## src/rtl/dcadd_pkg.sv

```systemverilog
package dcadd_pkg;
  typedef enum logic {
    MODE_CARRY = 1'b0,
    MODE_OVF   = 1'b1
  } chain_mode_e;

  localparam int FLAG_CF   = 0;
  localparam int FLAG_OV   = 1;
  localparam int NUM_FLAGS = 2;
endpackage

```

## src/rtl/dcadd_cin_sel.sv

```systemverilog
module dcadd_cin_sel
  import dcadd_pkg::*;
(
  input  chain_mode_e mode,
  input  logic        cf_in,
  input  logic        of_in,
  output logic        cin
);
  always_comb begin
    cin = (mode == MODE_OVF) ? of_in : cf_in;
  end
endmodule

```

## src/rtl/dcadd_core.sv

```systemverilog
module dcadd_core #(
  parameter int W = 64
) (
  input  logic [W-1:0] a,
  input  logic [W-1:0] b,
  input  logic         cin,
  output logic [W-1:0] sum,
  output logic         cout,
  output logic         ovf
);
  localparam int MSB = W - 1;

  function automatic logic [W-1:0] add3(input logic [W-1:0] x, input logic [W-1:0] y,
                                        input logic c);
    return x + y + {{(W-1){1'b0}}, c};
  endfunction

  // Carry out of every bit position, recovered from operands and sum
  function automatic logic [W-1:0] carry_vec(input logic [W-1:0] x, input logic [W-1:0] y,
                                             input logic [W-1:0] s);
    return (x & y) | ((x | y) & ~s);
  endfunction

  // Signed overflow: like-signed operands giving a result of the other sign
  function automatic logic signed_ovf(input logic xs, input logic ys, input logic ss);
    return (xs == ys) && (ss != xs);
  endfunction

  logic [W-1:0] cvec;      // carry out of each bit
  logic [W-1:0] cin_vec;   // carry into each bit

  always_comb begin
    sum     = add3(a, b, cin);
    cvec    = carry_vec(a, b, sum);
    cin_vec = a ^ b ^ sum;
    cout    = cvec[MSB];
    ovf     = signed_ovf(a[MSB], b[MSB], sum[MSB]);
  end

  always_comb begin
    AST_CARRY_RIPPLE: assert (cvec[W-2:0] == cin_vec[W-1:1]) else $error("carry ripple mismatch");
    AST_CARRY_ENTRY: assert (cin_vec[0] == cin) else $error("carry entry mismatch");
    AST_OVF_XOR: assert (ovf == (cvec[MSB] ^ cin_vec[MSB])) else $error("overflow rule mismatch");
  end
endmodule

```

## src/rtl/dcadd_flag_sel.sv

```systemverilog
module dcadd_flag_sel
  import dcadd_pkg::*;
(
  input  chain_mode_e          mode,
  input  logic                 valid,
  input  logic                 cout,
  input  logic                 ovf,
  output logic                 flag_next,
  output logic [NUM_FLAGS-1:0] we_next
);
  always_comb begin
    flag_next = (mode == MODE_OVF) ? ovf : cout;
  end

  for (genvar f = 0; f < NUM_FLAGS; f++) begin : g_we
    localparam chain_mode_e OWNER = (f == FLAG_OV) ? MODE_OVF : MODE_CARRY;
    assign we_next[f] = valid && (mode == OWNER);
  end

  always_comb begin
    AST_WE_NEXT_ONEHOT: assert ($onehot0(we_next)) else $error("next enable not one-hot");
  end
endmodule

```

## src/rtl/dcadd_top.sv

```systemverilog
module dcadd_top
  import dcadd_pkg::*;
#(
  parameter int W = 64
) (
  input  logic                 clk,
  input  logic                 rst_n,
  input  logic                 op_valid,
  input  logic                 mode_ovf,
  input  logic [W-1:0]         opa,
  input  logic [W-1:0]         opb,
  input  logic                 cf_in,
  input  logic                 of_in,
  output logic [W-1:0]         sum_q,
  output logic                 flag_val,
  output logic [NUM_FLAGS-1:0] flag_we
);
  chain_mode_e          mode;
  logic                 cin;
  logic [W-1:0]         sum_c;
  logic                 cout_c;
  logic                 ovf_c;
  logic                 flag_c;
  logic [NUM_FLAGS-1:0] we_c;

  assign mode = chain_mode_e'(mode_ovf);

  dcadd_cin_sel u_cin (
    .mode  (mode),
    .cf_in (cf_in),
    .of_in (of_in),
    .cin   (cin)
  );

  dcadd_core #(.W(W)) u_core (
    .a    (opa),
    .b    (opb),
    .cin  (cin),
    .sum  (sum_c),
    .cout (cout_c),
    .ovf  (ovf_c)
  );

  dcadd_flag_sel u_flag (
    .mode      (mode),
    .valid     (op_valid),
    .cout      (cout_c),
    .ovf       (ovf_c),
    .flag_next (flag_c),
    .we_next   (we_c)
  );

  always_ff @(posedge clk) begin
    if (!rst_n) begin
      sum_q    <= '0;
      flag_val <= 1'b0;
      flag_we  <= '0;
    end else begin
      flag_we <= we_c;
      if (op_valid) begin
        sum_q    <= sum_c;
        flag_val <= flag_c;
      end
    end
  end

  AST_WE_ONEHOT: assert property (@(posedge clk) disable iff (!rst_n)
    $onehot0(flag_we)) else $error("flag_we not one-hot");
  AST_WE_MODE: assert property (@(posedge clk) disable iff (!rst_n)
    op_valid |=> (flag_we == (($past(mode_ovf)) ? 2'b10 : 2'b01))) else $error("wrong flag enabled");
  AST_IDLE_HOLD: assert property (@(posedge clk) disable iff (!rst_n)
    !op_valid |=> ($stable(sum_q) && $stable(flag_val) && flag_we == '0)) else $error("idle changed state");
endmodule

```

## config.mk

```make
export PLATFORM = sky130hd
export DESIGN_NAME = dcadd_top
export DESIGN_NICKNAME = d
export VERILOG_FILES = /design/src/rtl/dcadd_pkg.sv /design/src/rtl/dcadd_cin_sel.sv /design/src/rtl/dcadd_core.sv /design/src/rtl/dcadd_flag_sel.sv /design/src/rtl/dcadd_top.sv
export SDC_FILE = /design/constraint.sdc
export NUM_CORES = 1
export LEC_CHECK = 0
export BUFFER_PORTS_ARGS = -buffer_cell sky130_fd_sc_hd__buf_2
export CAP_MARGIN = 20
export CORE_ASPECT_RATIO = 1.25
export CORE_MARGIN = 3
export CORE_UTILIZATION = 47
export DETAILED_ROUTE_END_ITERATION = 16
export GPL_TIMING_DRIVEN = 0
export PLACE_DENSITY_LB_ADDON = 0.3
export SLEW_MARGIN = 20
export SYNTH_ARGS = -nofsm -noshare
export SYNTH_HDL_FRONTEND = slang
export SYNTH_SLANG_ARGS = --single-unit
```

## constraint.sdc

```tcl
create_clock -name clk -period 3.2 [get_ports clk]
set_input_delay 0.16 -clock clk [delete_from_list [all_inputs] [get_ports clk]]
set_output_delay 0.16 -clock clk [all_outputs]
set_load 0.03 [all_outputs]
```

==> summary.txt, run 1 <==
Status
  – Status: finished clean

Timing
  – Worst slew pin tran: 0.802 ns
  – Setup TNS: 0 ns
  – Final Hold Viols: 0
  – Post-route clock skew: 0 ns
  – Slew margin rel.: 0.465
  – Highest clock rate: 315 MHz
  – Minimum hold slack: 0.119 ns
  – Final Max Tran Viols: 0
  – Final period util: 0.992
  – Unrepaired setup endpoints after global routing: yes
  – Final Critical Period: 3.17 ns
  – # setup viols final: 0

Clocking
  – H-Tree Depth: 3
  – Clock net sink count: between 60 and 70
  – Worst skew pair latency: 0.33 ns
  – TritonCTS Buffers: 9
  – CTS max path bufs: 2
  – Clock root buffer: clkbuf_16
  – CTS tree: yes
  – Clk slew on worst S/H paths: 0.06 ns

Placement
  – HPWL Detailed: approximately 14 mm
  – Buffers on Ports: between 150 and 200
  – RD Place Congestion: 0.949

Synthesis
  – Largest cells by area after synthesis: dfxtp_1 23%, ha_1 13%, a21oi_1 6.5%, xnor2_1 6.2%, mux2i_1 5.6%
  – YS warnings: 0
  – Simple-gate share of the synthesized area: 0.173
  – Synth Area in Adders: 0.143
  – Net count after synthesis: 913
  – Synth Flop Type: dfxtp_1
  – Number of synthesized register bits: 67
  – Avg Inst Size Synth: 8.33 um2
  – Synthesized cell area: 0.00594 mm2
  – Cell type with the largest total area after synthesis: dfxtp_1
  – Top post-synthesis cells by count: 77 x a21oi_1, 67 x dfxtp_1, 63 x ha_1
  – Post-synthesis compound-gate area fraction: 0.276
  – Async SR Flop Fraction: 0
  – Top cell type's share of synthesized area: 0.226
  – Post-synthesis mux area share: 0.0575
  – Cell with the most instances after synthesis: a21oi_1
  – Post-synthesis sequential area ratio: 0.226
  – Largest family of logic cells by synthesized area: compound AO/OA/AOI/OAI gates
  – Cell variety after synth: 62
  – Cells after synthesis: 713
  – Number of synthesized flops with an enable pin: 0
  – XOR/XNOR Fraction of Synth Area: 0.0870

Power and ir drop
  – Leakage: 3.71 nW
  – PwrDens: 456 mW/mm2
  – Peak VDD IR: 0.228 mV

Layout
  – Area grow syn2layout: 28.8%
  – Final core occ: 0.623
  – # diodes: 0
  – Fillers: approximately 1200
  – Final net count: 1126
  – Layout cells sized above 1: 0.298

Drt
  – Routed Antenna Nets: 0
  – DRC viols: 0
  – DRT Wirelength: 17.3 mm
  – Initial DRT Pass Iterations: 5
  – DR vias: 6152
  – DR iter-0 viols: 255
  – WL per Instance: 15.8 um
  – Vias per cell: about 5.6

Critical path
  – Critical path class: in2reg
  – CP Cell Sequence: buf_2, ha_1, buf_4, a21oi_2, o21ai_2, a221oi_2, o31ai_4, nor2_4, o21ai_2, a221o_2, a21oi_4, o21ai_2, fa_1, xnor2_1, nor2_1, mux2i_1, nand2_1, o211a_1
  – WP data arrival: 3.40 ns
  – Critical Path Most Common Cell: o21ai_2
  – Critical path fanouts, max: 10
  – R2R depth: 2
  – Crit path largest cell delay: 0.55 ns
  – Worst setup EP type: flip-flop
  – Worst Path Required: 3.43 ns
  – CP max stage cell: fa_1
  – CP Launch Type: input pin

Flow run
  – Max-cap violations: 0

Die
  – Core box area: 0.0123 mm2
  – Die Height: 132 um
  – Rows: 45
  – Die Wd: 107 um
  – IO Pins: 201
  – Initial cell density of the core: 0.484
  – DIE AREA: 0.0140 mm2

Global route
  – GR Util All Layers: 0.237
  – Initial antenna violation count: 0
  – First-pass GRT wire length: 27.5 mm
  – GR Overflow Total: 0
  – Vias in the first global route: 5875
  – Largest net degree at the start of global routing: 12

Worst hold path
  – Hold Path Stages: 3
  – Worst hold path class: in2reg
==> final cells by class <==
| type | instances | area [um2] | share of cell area |
|---|---|---|---|
| sequential | 67 | 1340 | 0.175 |
| inverter | 21 | 78.8 | 0.0103 |
| timing repair buffer | 206 | 1060 | 0.138 |
| buffer | 30 | 138 | 0.0180 |
| tap | 164 | 205 | 0.0268 |
| multi-input combinational | 591 | 4500 | 0.588 |
| clock inverter | 4 | 72.6 | 0.00949 |
| clock buffer | 12 | 256 | 0.0335 |
==> state kept, by name, indices dropped and copies added (netlist names) <==
register and flops:
sum_q 64, flag_we 2, flag_val 1
==> power breakdown <==
part	total (W)	internal (W)	switching [W]
Combinational	0.00141	0.000573	0.000833
Clock	0.00110	0.000724	0.000377
Sequential	0.000983	0.000931	0.0000512
Total	0.00349	0.00223	0.00126
==> per-stage QoR <==
stage / cells / power, W / setup slack (ns) / instance area (um2)
finish: 1095 / 0.00349 / 0.0262 / 7650
global route: 1095 / 0.00367 / -0.113 / 7650
CTS: 1092 / 0.00346 / 0.00952 / 7510
global placement: 1076 / 0.00234 / -0.639 / 7140
detailed placement: 1076 / 0.00234 / -0.602 / 7140
floorplan: 713 / 0.00198 / 0.0194 / 5940
==> worst paths after layout <==
kind / from / to / slack, ns
setup / recovery: opa[24] / flag_val / 0.03
hold / removal: mode_ovf / flag_we[0] / 0.12
setup reg to reg: sum_q[47] / sum_q[47] / 2.38
hold reg to reg: sum_q[39] / sum_q[39] / 0.47
==> logic make-up after synthesis <==
family | Yosys count
buf+inv | 55
fa+ha+maj | 66
flops | 67
mux | 34
simple gates | 196
xor+xnor | 59
compound gates | 236
==> layer usage <==
| metal | global-route usage | vias to the layer above | routed length, um |
|---|---|---|---|
| li1 | - | 3053 | - |
| met4 | 0.0675 | 0 | 319 |
| met2 | 0.425 | 229 | 8690 |
| met1 | 0.282 | 2836 | 7130 |
| met3 | 0.0491 | 34 | 1140 |
| met5 | 0 | - | 0 |
==> cells in the final DEF (no fill, tap or decap), drive strengths merged, types with 4 or more instances in the layout <==
master | netlist | layout
a31oi | 10 | 10
nand3b | 4 | 4
xor2 | 17 | 17
a22o | 22 | 22
buf | 14 | 218
dfxtp | 67 | 67
a221o | 4 | 4
o21ai | 41 | 41
nand4 | 17 | 17
mux2i | 33 | 33
o21bai | 12 | 12
inv | 20 | 20
nand2 | 48 | 48
and3 | 9 | 9
o211ai | 7 | 7
o211a | 5 | 5
nor3 | 4 | 4
a21oi | 83 | 83
clkbuf | 20 | 30
nand3 | 19 | 19
nor2 | 29 | 29
nor2b | 42 | 42
and2 | 10 | 10
ha | 63 | 63
a21o | 29 | 29
xnor2 | 42 | 42
==> what timing repair did <==
action	CTS	global route
hold buffers	0	0
gates resized for setup	9	29
pin swaps	4	16
buffers inserted	1	6
endpoints found under the setup margin	1	3
==> worst max-delay path, delay by kind of cell <==
kind	cells	cell delay, ns
buffers and inverters	2	0.28
and+or+nand+nor	3	0.27
AOI/OAI and AO/OA	9	1.57
adders and majority gates	2	0.84
xor gates and xnor gates	1	0.13
muxes	1	0.14
Note: power is estimated with default switching activity, not from simulation.
==> inputs of run 2 (changes only) <==
--- a/config.mk
+++ b/config.mk
@@ -5,11 +5,12 @@
 export SDC_FILE = /design/constraint.sdc
 export NUM_CORES = 1
 export LEC_CHECK = 0
+export ABC_AREA = 1
 export BUFFER_PORTS_ARGS = -buffer_cell sky130_fd_sc_hd__buf_2
 export CAP_MARGIN = 20
 export CORE_ASPECT_RATIO = 1.25
 export CORE_MARGIN = 3
-export CORE_UTILIZATION = 47
+export CORE_UTILIZATION = 51
 export DETAILED_ROUTE_END_ITERATION = 16
 export GPL_TIMING_DRIVEN = 0
 export PLACE_DENSITY_LB_ADDON = 0.3
==> summary.txt, run 2 <==
Critical path
  – R2R depth: 4 (+2)
  – CP Launch Type: input pin
  – CP max stage cell: fa_1
  – Worst setup EP type: flip-flop
  – Critical path class: in2reg
  – CP Cell Sequence: buf_2, ha_1, nand2_2, inv_1, nand2_1, nand2_1, a21oi_1, nand3_2, nand2_2, nand3_2, nand3_1, nand3_1, fa_1, xor2_1, nand2_1, a31oi_1
  – Critical path fanouts, max: 4 (-6)
  – WP data arrival: 3.04 ns (-0.36 ns)
  – Worst Path Required: 3.46 ns (+0.03 ns)
  – Crit path largest cell delay: 0.56 ns (about the same)
  – Critical Path Most Common Cell: nand2_1

Synthesis
  – Cell type with the largest total area after synthesis: nand2_1
  – Avg Inst Size Synth: 5.18 um2 (-38%)
  – Net count after synthesis: 1813 (+99%)
  – Largest cells by area after synthesis: nand2_1 26%, inv_1 17%, dfxtp_1 16%, nor2_1 10%, ha_1 9.4%
  – XOR/XNOR Fraction of Synth Area: 0.0315 (-0.0555)
  – Largest family of logic cells by synthesized area: simple AND/OR/NAND/NOR gates
  – Top post-synthesis cells by count: 580 x nand2_1, 376 x inv_1, 231 x nor2_1
  – Cell variety after synth: 32 (-48%)
  – Post-synthesis compound-gate area fraction: 0.0577 (-0.218)
  – Number of synthesized flops with an enable pin: 0 (unchanged)
  – Top cell type's share of synthesized area: 0.261 (+0.0349)
  – YS warnings: 0 (unchanged)
  – Synth Area in Adders: 0.102 (-0.0412)
  – Cell with the most instances after synthesis: nand2_1
  – Number of synthesized register bits: 67 (unchanged)
  – Post-synthesis mux area share: 0.00120 (-0.0563)
  – Post-synthesis sequential area ratio: 0.161 (-0.0652)
  – Synth Flop Type: dfxtp_1
  – Cells after synthesis: 1613 (+130%)
  – Async SR Flop Fraction: 0 (unchanged)
  – Simple-gate share of the synthesized area: 0.466 (+0.293)
  – Synthesized cell area: 0.00835 mm2 (+41%)

Global route
  – Initial antenna violation count: 0 (unchanged)
  – GR Overflow Total: 0 (unchanged)
  – Vias in the first global route: 9261 (+58%)
  – Largest net degree at the start of global routing: 13 (+1)
  – GR Util All Layers: 0.330 (+0.0933)
  – First-pass GRT wire length: 46.2 mm (+68%)

Drt
  – Vias per cell: 4.84 (-14%)
  – Routed Antenna Nets: 0 (unchanged)
  – DR iter-0 viols: 517 (+100%)
  – WL per Instance: 14.8 um (-6.5%)
  – DR vias: 9880 (+61%)
  – Initial DRT Pass Iterations: 6 (+1)
  – DRT Wirelength: 30.1 mm (+74%)
  – DRC viols: 0 (unchanged)

Layout
  – Commonest cells after routing, fill and taps aside: 580 x nand2_1, 376 x inv_1, 231 x nor2_1
  – Final core occ: 0.628 (+0.00492)
  – Most common cell after layout, fill and taps aside: nand2_1
  – Area grow syn2layout: 19.0%
  – Biggest regs: sum_q: 64 flops, flag_we: 2 flops, flag_val: 1 flops
  – Layout cells sized above 1: 0.149 (-0.148)
  – Number of non-filler instances in the completed layout: 2040 (+86%)
  – # diodes: 0 (unchanged)
  – Biggest register: sum_q
  – Final net count: 2023 (+80%)
  – Max reg flops: 64 (unchanged)

Clocking
  – Worst skew pair latency: 0.33 ns (about the same)
  – CTS tree: yes
  – H-Tree Depth: 3 (unchanged)
  – CTS max path bufs: 2 (unchanged)
  – Post-CTS Resized: 0 (-9)
  – Post CTS Setup Buffer Count: 0 (-1)
  – Clock net sink count: 67 (unchanged)
  – TritonCTS Buffers: 9 (unchanged)
  – Hold-fix buffers at CTS: 0 (unchanged)
  – Clk slew on worst S/H paths: 0.06 ns (about the same)
  – Clock root buffer: clkbuf_16

Die
  – Die Wd: 120 um (+13%)
  – Core box area: 0.0158 mm2 (+29%)
  – Die Height: 149 um (+13%)
  – IO Pins: 201 (unchanged)
  – DIE AREA: 0.0180 mm2 (+28%)
  – Initial cell density of the core: 0.528 (+0.0438)
  – Rows: 51 (+13%)

Timing
  – Minimum hold slack: 0.0390 ns (-0.0797 ns)
  – Setup TNS: 0 ns (unchanged)
  – Final period util: 0.872 (-0.120)
  – # setup viols final: 0 (unchanged)
  – Slew margin rel.: 0.637 (+0.172)
  – Final Hold Viols: 0 (unchanged)
  – Final Max Tran Viols: 0 (unchanged)
  – Worst slew pin tran: 0.544 ns (-0.258 ns)
  – Final Critical Period: 2.79 ns (-0.385 ns)
  – Post-route clock skew: 0 ns (unchanged)
  – Highest clock rate: 359 MHz (+14%)
  – Unrepaired setup endpoints after global routing: no

Status
  – Status: finished clean

Power and ir drop
  – Final total power: 0.00369 W (+5.7%)
  – Peak VDD IR: 0.338 mV (+49%)
  – Leakage: 6.62 nW (+78%)
  – PwrDens: 371 mW/mm2 (-19%)

Placement
  – RD Place Congestion: 0.989 (+4.2%)
  – Placed insts: 2024 (+88%)
  – Buffers on Ports: 199 (unchanged)
  – HPWL Detailed: 26.3 mm (+92%)

Worst hold path
  – Worst hold path class: in2reg
  – Hold Path Stages: 2 (-1)

Flow run
  – Max-cap violations: 0 (unchanged)
run 2: cell count changes after synthesis, moves of 32 or more:
cell and delta:
xnor2_1 -40, a21oi_1 -35, nor2_1 +203, nor2b_1 -42, inv_1 +356, nand3_1 +48
nand2_1 +532, mux2i_1 -32
run 2: power by group:
group / internal [W] / total (W) / switching (W)
registers: 0.000917 / 0.000958 / 0.0000415
clock network: 0.000708 / 0.00110 / 0.000388
logic: 0.000515 / 0.00164 / 0.00112
total: 0.00214 / 0.00369 / 0.00155
run 2: final timing paths:
check               endpoint  slack (ns)       from
setup / recovery    flag_val        0.41    opa[17]
hold / removal    flag_we[0]        0.04   mode_ovf
setup reg to reg   sum_q[26]        2.43  sum_q[26]
hold reg to reg     flag_val        0.49   flag_val
run 2: layout make-up:
class,instances,area (um2)
buffer,20,77.6
multi-input combinational,1143,5500
fill,1700,5880
timing repair buffer,199,996
sequential,67,1340
tap,212,265
clock inverter,5,85.1
inverter,383,1440
clock buffer,11,243
run 2: per-layer routing:
metal / track usage / vias to the layer above / routed length, um
met5: 0 / - / 0
met3: 0.0338 / 105 / 1280
met4: 0.237 / 0 / 2600
met2: 0.626 / 318 / 15300
met1: 0.331 / 4276 / 10900
li1: - / 5181 / -
run 2: through the flow:
step                      setup WS [ns]  area, um2
after floorplan                   0.880       8350
after global placement            0.164       9610
after detailed placement          0.160       9610
after CTS                         0.471       9940
after global routing              0.260       9940
final                             0.411       9940
run 2: critical path: cells and delay by family:
kind | cells | cell delay, ns
AND/OR/NAND/NOR | 9 | 1.13
adder cells (fa/ha/maj) | 2 | 0.95
buffers and inverters | 2 | 0.15
AO/OA/AOI/OAI | 2 | 0.50
XOR/XNOR | 1 | 0.15
run 2: cell families after synthesis:
| family | count (synthesis) |
|---|---|
| DFF | 67 |
| buffers and inverters | 403 |
| xor gates and xnor gates | 30 |
| AOI/OAI and AO/OA | 92 |
| and+or+nand+nor | 954 |
| adders and majority gates | 66 |
| muxes | 1 |
